<file path="src/rtl/aud_rx_pkg.sv">
package aud_rx_pkg;
   localparam int WORD_W = 24;
   localparam int NB_W   = 5;

   // Right-justified framings (word taken at the end of the half)
   function automatic logic is_rjust(input logic [2:0] f);
      return (f == 3'd0) || (f == 3'd1) || (f == 3'd4);
   endfunction

   function automatic logic is_rsvd(input logic [2:0] f);
      return f > 3'd4;
   endfunction

   function automatic logic [NB_W-1:0] rjust_len(input logic [2:0] f);
      case (f)
         3'd0:    return NB_W'(16);
         3'd1:    return NB_W'(20);
         default: return NB_W'(24);
      endcase
   endfunction

   // Keep the low nb bits of sh and move them to the top of the word
   function automatic logic [WORD_W-1:0] left_align(input logic [WORD_W-1:0] sh,
                                                     input logic [NB_W-1:0]   nb);
      logic [31:0] mask;
      logic [31:0] kept;
      mask = (32'd1 << nb) - 32'd1;
      kept = {{(32-WORD_W){1'b0}}, sh} & mask;
      return WORD_W'(kept << (NB_W'(WORD_W) - nb));
   endfunction
endpackage

</file>
<file path="src/rtl/aud_rx_sync.sv">
module aud_rx_sync #(
   parameter int W      = 3,
   parameter int STAGES = 2
) (
   input  logic         clk,
   input  logic         rst_n,
   input  logic [W-1:0] din,
   output logic [W-1:0] dout
);
   if (STAGES < 2) begin : g_bad_stages
      $error("aud_rx_sync: STAGES must be at least 2");
   end

   for (genvar g = 0; g < STAGES; g++) begin : g_st
      logic [W-1:0] q;
      if (g == 0) begin : g_first
         always_ff @(posedge clk or negedge rst_n) begin
            if (!rst_n) q <= '0;
            else        q <= din;
         end
      end else begin : g_next
         always_ff @(posedge clk or negedge rst_n) begin
            if (!rst_n) q <= '0;
            else        q <= g_st[g-1].q;
         end
      end
   end

   assign dout = g_st[STAGES-1].q;
endmodule

</file>
<file path="src/rtl/aud_rx_framer.sv">
module aud_rx_framer (
   input  logic clk,
   input  logic rst_n,
   input  logic sck_s,
   input  logic ws_s,
   input  logic sd_s,
   input  logic i2s,
   output logic bit_stb,
   output logic bit_val,
   output logic bound,
   output logic ended_left
);
   logic       sck_q;
   logic       ws_h1, ws_h2;
   logic [1:0] seen;
   logic       eff_new, eff_old, hist_ok;

   assign bit_stb = sck_s & ~sck_q;
   assign bit_val = sd_s;

   // I2S is treated as left-justified with word-select delayed by one bit
   assign eff_new    = i2s ? ws_h1 : ws_s;
   assign eff_old    = i2s ? ws_h2 : ws_h1;
   assign hist_ok    = i2s ? (seen >= 2'd2) : (seen >= 2'd1);
   assign bound      = bit_stb & hist_ok & (eff_new != eff_old);
   assign ended_left = eff_old ^ i2s;

   always_ff @(posedge clk or negedge rst_n) begin
      if (!rst_n) begin
         sck_q <= 1'b0;
         ws_h1 <= 1'b0;
         ws_h2 <= 1'b0;
         seen  <= 2'd0;
      end else begin
         sck_q <= sck_s;
         if (bit_stb) begin
            ws_h1 <= ws_s;
            ws_h2 <= ws_h1;
            if (seen != 2'd3) seen <= seen + 2'd1;
         end
      end
   end
endmodule

</file>
<file path="src/rtl/aud_rx_shifter.sv">
module aud_rx_shifter
   import aud_rx_pkg::*;
#(
   parameter int CNT_W = 7
) (
   input  logic              clk,
   input  logic              rst_n,
   input  logic              bit_stb,
   input  logic              bit_val,
   input  logic              bound,
   input  logic [2:0]        fmt,
   output logic [WORD_W-1:0] word
);
   localparam logic [CNT_W-1:0] CNT_MAX = '1;
   localparam logic [CNT_W-1:0] CNT_WRD = CNT_W'(WORD_W);

   logic [WORD_W-1:0] sh;
   logic [CNT_W-1:0]  cnt;
   logic [NB_W-1:0]   nbits;
   logic              rj;

   assign rj    = is_rjust(fmt);
   assign nbits = rj ? rjust_len(fmt)
                     : ((cnt >= CNT_WRD) ? NB_W'(WORD_W) : NB_W'(cnt));
   assign word  = left_align(sh, nbits);

   always_ff @(posedge clk or negedge rst_n) begin
      if (!rst_n) begin
         sh  <= '0;
         cnt <= '0;
      end else if (bit_stb) begin
         if (bound) begin
            sh  <= {{(WORD_W-1){1'b0}}, bit_val};
            cnt <= CNT_W'(1);
         end else begin
            if (rj || (cnt < CNT_WRD)) sh <= {sh[WORD_W-2:0], bit_val};
            if (cnt != CNT_MAX) cnt <= cnt + CNT_W'(1);
         end
      end
   end

   // A half that closes has always carried at least one bit
   assert_nbits_range_R4: assert property (@(posedge clk) disable iff (!rst_n)
      bound |-> (nbits != '0) && (nbits <= NB_W'(WORD_W)))
      else $error("half-frame closed with empty or oversize word");
endmodule

</file>
<file path="src/rtl/aud_serial_rx.sv">
module aud_serial_rx
   import aud_rx_pkg::*;
#(
   parameter int SYNC_STAGES = 2,
   parameter int CNT_W       = 7
) (
   input  logic              clk,
   input  logic              rst_n,
   input  logic              bclk_i,
   input  logic              frame_i,
   input  logic              data_i,
   input  logic [2:0]        fmt_i,
   output logic [WORD_W-1:0] left_o,
   output logic [WORD_W-1:0] right_o,
   output logic              valid_o
);
   if (CNT_W < NB_W + 1) begin : g_bad_cnt
      $error("aud_serial_rx: CNT_W too small to count a full word");
   end

   logic [2:0]        pins_s;
   logic [2:0]        fmt_q;
   logic              bit_stb, bit_val, bound, ended_left;
   logic [WORD_W-1:0] word, left_hold;
   logic              armed, have_left;

   aud_rx_sync #(.W(3), .STAGES(SYNC_STAGES)) u_sync (
      .clk  (clk),
      .rst_n(rst_n),
      .din  ({bclk_i, frame_i, data_i}),
      .dout (pins_s)
   );

   aud_rx_framer u_framer (
      .clk       (clk),
      .rst_n     (rst_n),
      .sck_s     (pins_s[2]),
      .ws_s      (pins_s[1]),
      .sd_s      (pins_s[0]),
      .i2s       (fmt_q == 3'd3),
      .bit_stb   (bit_stb),
      .bit_val   (bit_val),
      .bound     (bound),
      .ended_left(ended_left)
   );

   aud_rx_shifter #(.CNT_W(CNT_W)) u_shift (
      .clk    (clk),
      .rst_n  (rst_n),
      .bit_stb(bit_stb),
      .bit_val(bit_val),
      .bound  (bound),
      .fmt    (fmt_q),
      .word   (word)
   );

   always_ff @(posedge clk or negedge rst_n) begin
      if (!rst_n) begin
         fmt_q     <= 3'd3;
         armed     <= 1'b0;
         have_left <= 1'b0;
         left_hold <= '0;
         left_o    <= '0;
         right_o   <= '0;
         valid_o   <= 1'b0;
      end else begin
         valid_o <= 1'b0;
         if (fmt_i != fmt_q) begin
            fmt_q     <= fmt_i;
            armed     <= 1'b0;
            have_left <= 1'b0;
         end else if (bound) begin
            if (armed && ended_left) begin
               left_hold <= word;
               have_left <= 1'b1;
            end else if (armed && have_left) begin
               left_o    <= left_hold;
               right_o   <= word;
               valid_o   <= 1'b1;
               have_left <= 1'b0;
            end
            // a closing right half means a new frame starts here
            if (!ended_left) armed <= !is_rsvd(fmt_q);
         end
      end
   end

   assert_valid_single_R6: assert property (@(posedge clk) disable iff (!rst_n)
      valid_o |=> !valid_o)
      else $error("valid strobe longer than one cycle");

   assert_valid_after_bound_R6: assert property (@(posedge clk) disable iff (!rst_n)
      valid_o |-> $past(bound))
      else $error("valid strobe without a closing half-frame");

   assert_mode_drop_R7: assert property (@(posedge clk) disable iff (!rst_n)
      (fmt_i != fmt_q) |=> !valid_o)
      else $error("pair emitted across a format change");

   assert_reserved_quiet_R9: assert property (@(posedge clk) disable iff (!rst_n)
      is_rsvd(fmt_q) |=> !valid_o)
      else $error("pair emitted in a reserved format");
endmodule

</file>
<file path="config.mk">
export PLATFORM = sky130hd
export DESIGN_NAME = aud_serial_rx
export DESIGN_NICKNAME = d
export VERILOG_FILES = /design/src/rtl/aud_rx_pkg.sv /design/src/rtl/aud_rx_sync.sv /design/src/rtl/aud_rx_framer.sv /design/src/rtl/aud_rx_shifter.sv /design/src/rtl/aud_serial_rx.sv
export SDC_FILE = /design/constraint.sdc
export NUM_CORES = 1
export LEC_CHECK = 0
export ABC_AREA = 0
export CORE_MARGIN = 2
export CORE_UTILIZATION = 25
export DETAILED_ROUTE_END_ITERATION = 6
export GPL_ROUTABILITY_DRIVEN = 0
export GPL_TIMING_DRIVEN = 0
export PLACE_DENSITY = 0.41
export SLEW_MARGIN = 30
export SYNTH_ARGS = -nofsm -noshare
export SYNTH_HDL_FRONTEND = slang
export SYNTH_SLANG_ARGS = --single-unit
</file>
<file path="constraint.sdc">
create_clock -name clk -period 12.7 [get_ports clk]
set_input_delay 1.27 -clock clk [delete_from_list [all_inputs] [get_ports clk]]
set_output_delay 1.27 -clock clk [all_outputs]
set_load 0.01 [all_outputs]
</file>
# [After elaboration in Yosys (flattened, before gate mapping)]
# Cells that the tools add are included.
[totals] reg_bits=120 output_inout_bits=49 elab_cells=81
[op_classes] add_sub_neg=4 order_cmp=5 n_eq_ne=8 shifts=2 n_mux=21 bitwise_logic=8 n_reduce_logical=18
[op_table] operator="two-way mux 24 bit" count=2
[op_table] operator="AND 24 x 32 -> 32 bit" count=1
[op_table] operator="left shift 1 x 5 -> 32 bit, first input constant" count=1
[op_table] operator="left shift 32 x 5 -> 24 bit" count=1
[op_table] operator="subtractor 32 x 1 -> 32 bit, second input constant" count=1
[op_table] operator="two-way mux 1 bit" count=14
[op_table] operator="two-way mux 7 bit" count=2
[op_table] operator="two-way mux 5 bit" count=2
[op_table] operator="AND reduction 2 bit" count=5
[op_table] operator="one-hot mux 4 bit (2 select lines)" count=1
[op_table] operator="adder 7 x 1 -> 7 bit, second input constant" count=1
[op_table] operator=">= comparator 7 x 5 -> 1 bit, second input constant" count=1
[op_table] operator="less-than comparator 7 x 5 -> 1 bit, second input constant" count=1
[op_table] operator="!= test 7 bit, second input constant" count=1
[op_table] operator="nonzero test 2 bit" count=3
[op_table] operator="subtractor 5 bit, first input constant" count=1
[op_table] operator="AND reduction 4 bit" count=1
[op_table] operator="AND 1 bit" count=3
[op_table] operator="== test 3 x 1 -> 1 bit, second input constant" count=1
[op_table] operator="== test 3 x 2 -> 1 bit, second input constant" count=1
[op_table] operator="== test 3 bit, second input constant" count=1
[op_table] operator="> comparator 3 bit, second input constant" count=1
[op_table] operator="logical NOT 3 bit" count=1
[op_table] operator="logical OR 1 bit" count=3
[op_table] operator="other kinds (13)" count=16

# [Longest topological paths before layout]
# Gate-level depths: netlist of the first run.
[depth] ltp_word=8 depth_mapped=22

# [Modules after synthesis]
# A second synthesis of the first run with hierarchy kept.
[unflattened] hier_cells=701 area_unflattened_um2=7434.6
[modules_own_cells] module="aud_rx_shifter" n_inst=1 cells_each=492 area_each_um2=3961.3
[modules_own_cells] module="aud_serial_rx" n_inst=1 cells_each=178 area_each_um2=3032.9
[modules_own_cells] module="aud_rx_framer" n_inst=1 cells_each=25 area_each_um2=290.3
[modules_own_cells] module="aud_rx_sync" n_inst=1 cells_each=6 area_each_um2=150.1

# [Worst setup path before layout of the first run]
# No wires, ideal clock.
[synth_timing] path_type="register to register" startpoint="reg fmt_q[1]" endpoint="reg left_hold[19]" t_arrival_ps=4841 setup_slack_ps=7734 stages_incl_launch_ff=21 path_buffers=6 synth_period_minus_slack_ps=4966 path_cell_list="dfstp_2 buf_2 buf_2 a21o_1 buf_2 nand3_1 clkbuf_1 clkbuf_1 ha_1 ha_1 buf_1 nand3_1 ha_1 clkinv_1 a41o_1 or3_4 mux2i_1 a21oi_1 a2111oi_0 or4_1 mux2_2"
[synth_via] elab_chain_len=8 word_cells_on_any_way=24 cone_classes="add/sub: 2; eq/ne: 5; shift: 2; mux: 5; bitwise: 5; reduce/logical: 5"
[synth_lines] element="start, declared" line_no="aud_serial_rx.sv:22" source="logic [2:0] fmt_q;"
[synth_lines] element="start signal, assigned" line_no="aud_serial_rx.sv:69" source="fmt_q <= fmt_i;"
[synth_lines] element="parallel branches: the longest is 8 deep, another holds subtractor 32 x 1 -> 32 bit"
[synth_lines] element="end signal, assigned" line_no="aud_serial_rx.sv:74" source="left_hold <= word;"
[synth_lines] element="end, declared" line_no="aud_serial_rx.sv:24" source="logic [WORD_W-1:0] word, left_hold;"
# Parallel ways; which one is timed is not known.
# A chain may end at the register's enable or synchronous reset.

# [Worst setup path in the final report of the first run]
[layout_timing] startpoint="reg fmt_q[1]" endpoint="reg right_o[19]"
[layout_via] elab_chain_len=8 word_cells_on_any_way=25 cone_classes="add/sub: 2; eq/ne: 5; shift: 2; mux: 5; bitwise: 6; reduce/logical: 5"
[layout_lines] element="parallel branches: the longest is 8 deep, another holds subtractor 32 x 1 -> 32 bit"
[layout_lines] element="end signal, assigned" line_no="aud_serial_rx.sv:78" source="right_o <= word;"
[layout_lines] element="end, declared" line_no="aud_serial_rx.sv:14" source="output logic [WORD_W-1:0] right_o,"
# Parallel ways; which one is timed is not known.

==> results.py, run 1 <==
metrics = {
    "placement": {
        "preCtsSetupSlack_ns": 6.51,
        "io_buf_count": 56,
        "hpwlAfterDp_mm": 19.4,
        "numPlacedInstances": 1314,
    },
    "yosys": {
        "synth_enable_flop_cells": 0,
        "synth_common_cells": "sky130_fd_sc_hd__nand2_1 (208), sky130_fd_sc_hd__dfrtp_1 (118), sky130_fd_sc_hd__o21ai_0 (54)",
        "dominantRegCellSynth": "sky130_fd_sc_hd__dfrtp_1",
        "synthDominantCellAreaShare": 0.395,
        "syn-instance-count": 867,
        "synthDistinctLibCells": 93,
        "synthesis.area_mm2": 0.00748,
        "seq_area_frac_synth": 0.402,
        "yosys_warnings": 0,
        "yosysMostFrequentCell": "sky130_fd_sc_hd__nand2_1",
        "async_reset_ff_frac": 1.00,
        "synth.avg_cell_area_um2": 8.63,
        "synth_top_cells_by_area": "sky130_fd_sc_hd__dfrtp_1 (39%), sky130_fd_sc_hd__nand2_1 (10%), sky130_fd_sc_hd__o21ai_0 (3.6%)",
        "synthesis.nets": 886,
        "synth.largest_area_cell": "sky130_fd_sc_hd__dfrtp_1",
        "postSynthRegisterBits": 120,
    },
    "grt": {
        "largest_net_degree_at_the_start_of_global_routing": 62,
        "grt_pass1_wl_mm": 40.2,
        "globalRouteOverflowTotal": 0,
        "grtUsageTotal": 0.168,
        "grt_pass1_vias": 6665,
        "antenna_found_initial": 0,
    },
    "critical_path": {
        "reg_to_reg_critical_path_startpoint": "fmt_q[1]",
        "cp-startpoint": "fmt_q[1]",
        "critical-path-slowest-cell": "sky130_fd_sc_hd__or4_1",
        "critical_path.max_stage_delay_ns": 0.57,
        "timing.critical_path.arrival_ns": 6.60,
        "reg2reg_slack_ns": 6.40,
        "crit-reg2reg-capture": "right_o[19]",
        "critPathMaxFanout": 11,
        "path_buf_inv": 7,
        "path_type_of_the_worst_setup_path": "flip-flop to flip-flop",
        "timing.critical_path.to_type": "flip-flop",
        "cp_cell_sequence": "buf_2 > buf_2 > a21o_1 > buf_2 > nand3_1 > clkbuf_1 > clkbuf_1 > ha_1 > ha_1 > buf_1 > nand3_1 > ha_1 > clkinv_1 > a41o_1 > or3_4 > mux2i_1 > a21oi_1 > a2111oi_0 > or4_1 > mux2_2",
        "crit_start_category": "flip-flop",
        "cp_top_delay_family": "buffers and inverters",
        "cp_data_required_time_ns": 13.00,
        "r2r.worst_path.cells": 20,
    },
    "die": {
        "starting_density_of_the_core": 0.253,
        "die-area_mm2": 0.0313,
        "die_height_um": 177,
        "chipWidth_um": 177,
        "ioPinCount": 57,
        "row_count": 63,
        "core_region_area_mm2": 0.0296,
    },
    "clock_tree": {
        "insertion_delay_of_the_later_clocked_pin_in_the_worst_skew_pair_ns": 0.42,
        "cts_setup_buffers": 0,
        "clk_path_buf_depth": 2,
        "worst_setup_hold_path_clk_slew_ns": 0.06,
        "root_buffer": "sky130_fd_sc_hd__clkbuf_16",
        "clock_tree.htree_level_count": 4,
        "clkSinkCount": 120,
        "cts_tree": "done",
        "post_cts.resized_instances": 0,
        "postCtsHoldBufs": 0,
        "cts_made_buffers": 17,
    },
    "sta": {
        "report.final.hold_viol_count": 0,
        "clock_tree_skew_after_final_layout_ns": 0.0139,
        "timing.final.ws_setup_ns": 6.40,
        "setup_viol": 0,
        "final.hold.worst_slack_ns": 0.348,
        "max_freq_mhz": 159,
        "rsz0062_at_grt": "false",
        "finalWorstPathRequiredPeriod_ns": 6.30,
        "fin_tns_setup_ns": 0,
        "final_min_period_over_clock_period": 0.496,
        "max-slew-margin-rel": 0.345,
        "slew_viol_final": 0,
        "worst_pin_slew_ns": 0.974,
    },
    "worst_hold_path": {
        "hp-class": "flip-flop to flip-flop",
        "worstHoldStart": "u_sync.g_st[0].q[0]",
        "hold_path_depth": 0,
        "hold-path-endpoint": "u_sync.dout[0]",
    },
    "power_and_ir_drop": {
        "vdd_drop_max_v": 0.0000898,
        "total_leakage_power_nw": 3.83,
        "power_density_mw_per_mm2": 190,
    },
    "final_layout": {
        "flow.area_growth_from_synthesis_pct": 22.7,
        "fill_cells": 3174,
        "diodes": 0,
        "post_route_cells_drive_above_1_share": 0.105,
        "post-route-util": 0.311,
        "layout.nets": 962,
        "layout.cells.non_filler": 1346,
    },
    "run": {
        "maxCapViolations": 0,
    },
    "drt": {
        "antenna_violating_nets_post_route": 0,
        "detail_route.drc_violations": 0,
        "detailedRoute.firstPassIterationCount": 5,
        "routed_wire_length_per_instance_um": 19.0,
        "drt-vias-per-instance": 5.10,
        "dr_total_vias": 6866,
        "drt_iter0_markers": 570,
        "post_route_wl_mm": 25.5,
    },
    "run_status": {
        "run_status": "finished, final reports clean",
    },
}
-- cell usage in the layout, fill, tap and decap left out, types with 6 or more instances in the layout --
master,instances
sky130_fd_sc_hd__mux4_2,6
sky130_fd_sc_hd__ha_1,11
sky130_fd_sc_hd__xor2_1,7
sky130_fd_sc_hd__mux2i_1,14
sky130_fd_sc_hd__xnor2_1,9
sky130_fd_sc_hd__o211a_1,7
sky130_fd_sc_hd__nand3_1,35
sky130_fd_sc_hd__o32ai_1,6
sky130_fd_sc_hd__a31oi_1,9
sky130_fd_sc_hd__nand2_1,208
sky130_fd_sc_hd__nor2_1,44
sky130_fd_sc_hd__o21a_1,6
sky130_fd_sc_hd__buf_2,10
sky130_fd_sc_hd__clkdlybuf4s50_1,55
sky130_fd_sc_hd__or3_1,7
sky130_fd_sc_hd__clkbuf_16,17
sky130_fd_sc_hd__and2_1,6
sky130_fd_sc_hd__mux2_2,16
sky130_fd_sc_hd__a21o_1,6
sky130_fd_sc_hd__inv_6,6
sky130_fd_sc_hd__nand4_1,11
sky130_fd_sc_hd__o22ai_1,7
sky130_fd_sc_hd__o21ai_1,8
sky130_fd_sc_hd__and3_1,10
sky130_fd_sc_hd__o31ai_1,10
sky130_fd_sc_hd__a21oi_1,28
sky130_fd_sc_hd__nor3_1,11
sky130_fd_sc_hd__dfrtp_1,118
sky130_fd_sc_hd__o21ai_0,54
sky130_fd_sc_hd__clkbuf_1,48
sky130_fd_sc_hd__o211ai_1,13
sky130_fd_sc_hd__buf_1,8
sky130_fd_sc_hd__inv_1,11
-- worst reg2reg max path, cell delays in order, from the launching register on --
cell and delay, ns:
sky130_fd_sc_hd__dfstp_2 0.51, sky130_fd_sc_hd__buf_2 0.19, sky130_fd_sc_hd__buf_2 0.26, sky130_fd_sc_hd__a21o_1 0.10, sky130_fd_sc_hd__buf_2 0.19, sky130_fd_sc_hd__nand3_1 0.34, sky130_fd_sc_hd__clkbuf_1 0.36, sky130_fd_sc_hd__clkbuf_1 0.36
sky130_fd_sc_hd__ha_1 0.39, sky130_fd_sc_hd__ha_1 0.21, sky130_fd_sc_hd__buf_1 0.20, sky130_fd_sc_hd__nand3_1 0.17, sky130_fd_sc_hd__ha_1 0.32, sky130_fd_sc_hd__clkinv_1 0.36, sky130_fd_sc_hd__a41o_1 0.39, sky130_fd_sc_hd__or3_4 0.37
sky130_fd_sc_hd__mux2i_1 0.14, sky130_fd_sc_hd__a21oi_1 0.32, sky130_fd_sc_hd__a2111oi_0 0.16, sky130_fd_sc_hd__or4_1 0.57, sky130_fd_sc_hd__mux2_2 0.28
-- cell type report --
type	instances	area, µm²	share of cell area
multi-input cells	662	4120	0.449
well taps	390	488	0.0531
repair buffers	57	593	0.0646
plain buffers	69	298	0.0324
clock inverters	14	188	0.0204
clock buffers	18	429	0.0467
flip-flops and latches	120	3010	0.327
inverters	16	60.1	0.00654
-- routing by layer --
metal,GRT usage,share of wire,vias up
li1,-,-,3304
met1,0.225,0.46,3287
met2,0.273,0.47,236
met3,0.0258,0.046,39
met4,0.0596,0.025,0
met5,0,0,-
-- sequential cells by signal (all words and copies together) (netlist names) --
signal          flops
left_hold          24
left_o             24
right_o            24
u_shift.sh         24
u_shift.cnt         7
fmt_q               3
u_sync.dout         3
u_sync.g_st.q       3
u_framer.seen       2
armed               1
have_left           1
u_framer.sck_q      1
u_framer.ws_h1      1
u_framer.ws_h2      1
valid_o             1
-- power breakdown --
part | total [mW] | internal [mW] | switching [mW]
Clock | 0.526 | 0.316 | 0.210
Combinational | 0.782 | 0.260 | 0.522
Sequential | 0.434 | 0.404 | 0.0301
Total | 1.74 | 0.979 | 0.762
-- cells by family after synthesis --
family / Yosys count / synth area share
AND/OR/NAND/NOR: 370 / 0.230
AO/OA/AOI/OAI: 229 / 0.223
flip-flops: 120 / 0.402
buffers and inverters: 85 / 0.0478
multiplexers: 36 / 0.0608
XOR/XNOR: 16 / 0.0187
adder cells (fa/ha/maj): 11 / 0.0184
-- metrics by stage --
step / area, µm² / total power, mW
floorplan: 7480 / 0.976
finish: 9180 / 1.74
global route: 9180 / 1.84
CTS: 9180 / 1.74
global placement: 8530 / 1.21
detailed placement: 8570 / 1.21
-- worst max path at each step --
stage	endpoint	slack (ns)	depth (start not counted)
after floorplan	left_hold[19]	7.73	20
after global placement	u_shift.sh[22]	5.20	1
after detailed placement	right_o[19]	6.51	20
after CTS	right_o[19]	6.45	20
after global routing	left_hold[19]	5.88	20
final	right_o[19]	6.40	20
No activity file was read; power rests on OpenSTA's default activity.
==> inputs of run 2 (changes only) <==
- PLACE_DENSITY: 0.41 -> 0.42
- clock period: 12.7 -> 5.6 ns (I/O delays scaled with it)
==> results.py, run 2 (synthesized netlist as in run 1, its figures left out) <==
metrics = {
    "run_status": {
        "run_status": "finished, final reports clean",
    },
    "critical_path": {
        "crit_start_category": "flip-flop",
        "critPathMaxFanout": 11,
        "cp_top_delay_family": "buffers and inverters",
        "reg_to_reg_critical_path_startpoint": "fmt_q[1]",
        "reg2reg_slack_ns": 0.29,
        "crit-reg2reg-capture": "left_hold[21]",
        "r2r.worst_path.cells": 22,
        "critical-path-slowest-cell": "sky130_fd_sc_hd__dfstp_2",
        "cp_cell_sequence": "buf_2 > clkbuf_4 > a21o_1 > buf_2 > nand3_4 > inv_2 > buf_2 > clkbuf_4 > ha_1 > clkbuf_2 > clkbuf_4 > nand3_1 > ha_2 > inv_4 > nand4_1 > a21oi_1 > o21ai_0 > mux2_2 > mux2_2 > o22ai_1 > nand2_1 > a41oi_1",
        "path_type_of_the_worst_setup_path": "flip-flop to flip-flop",
        "timing.critical_path.arrival_ns": 5.64,
        "critical_path.max_stage_delay_ns": 0.51,
        "path_buf_inv": 9,
        "timing.critical_path.to_type": "flip-flop",
        "cp_data_required_time_ns": 5.93,
    },
    "final_layout": {
        "diodes": 0,
        "seq_area_mm2": 0.00301,
        "post_route_cells_drive_above_1_share": 0.123,
        "fill_cells": 3156,
        "multi_input_area_mm2": 0.00419,
        "layout.nets": 962,
        "flow.area_growth_from_synthesis_pct": 23.6,
        "most-common-layout-cells": "sky130_fd_sc_hd__nand2_1 (208), sky130_fd_sc_hd__dfrtp_1 (118), sky130_fd_sc_hd__clkdlybuf4s50_1 (55)",
        "layout.cell_area.non_filler_mm2": 0.00925,
        "layout_commonest_cell": "sky130_fd_sc_hd__nand2_1",
    },
    "die": {
        "chipWidth_um": 177,
        "core_region_area_mm2": 0.0296,
        "ioPinCount": 57,
        "die_height_um": 177,
        "starting_density_of_the_core": 0.253,
        "die-area_mm2": 0.0313,
        "row_count": 63,
    },
    "sta": {
        "clock_tree_skew_after_final_layout_ns": 0.0110,
        "finalWorstPathRequiredPeriod_ns": 5.31,
        "final_min_period_over_clock_period": 0.949,
        "setup_viol": 0,
        "slew_viol_final": 0,
        "timing.final.ws_setup_ns": 0.285,
        "worst_pin_slew_ns": 0.760,
        "report.final.hold_viol_count": 0,
        "rsz0062_at_grt": "false",
        "max-slew-margin-rel": 0.492,
        "max_freq_mhz": 188,
    },
    "clock_tree": {
        "postCtsHoldBufs": 0,
        "root_buffer": "sky130_fd_sc_hd__clkbuf_16",
        "cts_made_buffers": 17,
        "worst_setup_hold_path_clk_slew_ns": 0.07,
        "clkSinkCount": 120,
        "insertion_delay_of_the_later_clocked_pin_in_the_worst_skew_pair_ns": 0.42,
        "clk_path_buf_depth": 2,
        "cts_tree": "done",
        "clock_tree.htree_level_count": 4,
    },
    "placement": {
        "io_buf_count": 56,
        "preCtsSetupSlack_ns": -0.603,
        "hpwlAfterDp_mm": 19.3,
        "place_area_mm2": 0.00857,
    },
    "drt": {
        "drt-vias-per-instance": 5.05,
        "post_route_wl_mm": 25.2,
        "dr_total_vias": 6799,
        "antenna_violating_nets_post_route": 0,
        "drt_iter0_markers": 565,
        "detail_route.drc_violations": 0,
        "routed_wire_length_per_instance_um": 18.7,
        "detailedRoute.firstPassIterationCount": 5,
    },
    "power_and_ir_drop": {
        "power_density_mw_per_mm2": 423,
        "vdd_drop_max_v": 0.000181,
        "total_leakage_power_nw": 3.87,
    },
    "grt": {
        "grt_pass1_wl_mm": 40.0,
        "largest_net_degree_at_the_start_of_global_routing": 63,
        "globalRouteOverflowTotal": 0,
        "antenna_found_initial": 0,
        "grtUsageTotal": 0.166,
        "grt_pass1_vias": 6646,
    },
    "worst_hold_path": {
        "hp-class": "input port to asynchronous set/reset pin",
    },
    "run": {
        "maxCapViolations": 0,
    },
}
-- run 2: cell count changes in the layout (fill, tap and decap cells not counted), moves of 3 or more --
cell | before | now
sky130_fd_sc_hd__clkbuf_1 | 48 | 43
sky130_fd_sc_hd__clkbuf_2 | 0 | 3
sky130_fd_sc_hd__clkbuf_4 | 0 | 3
sky130_fd_sc_hd__clkinv_2 | 0 | 3
sky130_fd_sc_hd__clkinv_4 | 0 | 5
sky130_fd_sc_hd__inv_6 | 6 | 1
-- run 2: metrics by stage --
step / hold slack, ns / power, mW / TNS, ns / util / cells
3_3_place_gp: 0.332 / 2.75 / -145.40 / 0.289 / 1313
2_1_floorplan: 0.264 / 2.21 / 0 / - / 867
3_5_place_dp: 0.335 / 2.73 / -17.46 / 0.290 / 1314
5_1_grt: 0.0738 / 4.15 / 0 / 0.313 / 1346
6_report: 0.0613 / 3.91 / 0 / 0.313 / 1346
4_1_cts: 0.0693 / 3.91 / 0 / 0.311 / 1346
-- run 2: repair_timing --
action / 4_1_cts / 5_1_grt
setup buffers: 0 / 1
endpoints found under the setup margin: 42 / 29
gates resized for setup: 14 / 12
-- run 2: report_power, final --
group,switching (mW),internal (mW)
Clock,0.447,0.672
Sequential,0.0693,0.916
Combinational,1.19,0.618
-- run 2: worst max-delay path by stage --
stage	from	cells past startpoint	slack [ns]	to
after floorplan	fmt_q[1]	20	0.63	left_hold[19]
after global placement	rst_n	1	-1.12	u_shift.sh[23]
after detailed placement	fmt_q[1]	20	-0.60	right_o[19]
after CTS	fmt_q[1]	20	0.1	left_hold[18]
after global routing	fmt_q[1]	18	0.003	right_o[19]
final	fmt_q[1]	22	0.29	left_hold[21]
-- run 2: final cells by class --
| class | instances | share of cell area |
|---|---|---|
| repair buffers | 58 | 0.0649 |
| flip-flops and latches | 120 | 0.325 |
| well taps | 390 | 0.0527 |
| inverters | 16 | 0.00676 |
| plain buffers | 68 | 0.0342 |
| clock buffers | 19 | 0.0479 |
| clock inverters | 13 | 0.0158 |
| multi-input cells | 662 | 0.453 |
-- run 2: metal layers --
metal  share of wire  up-vias  track usage
li1                -     3316            -
met1            0.47     3293        0.225
met2            0.46      158        0.265
met3           0.040       32       0.0279
met4           0.027        0       0.0585
met5               0        -            0
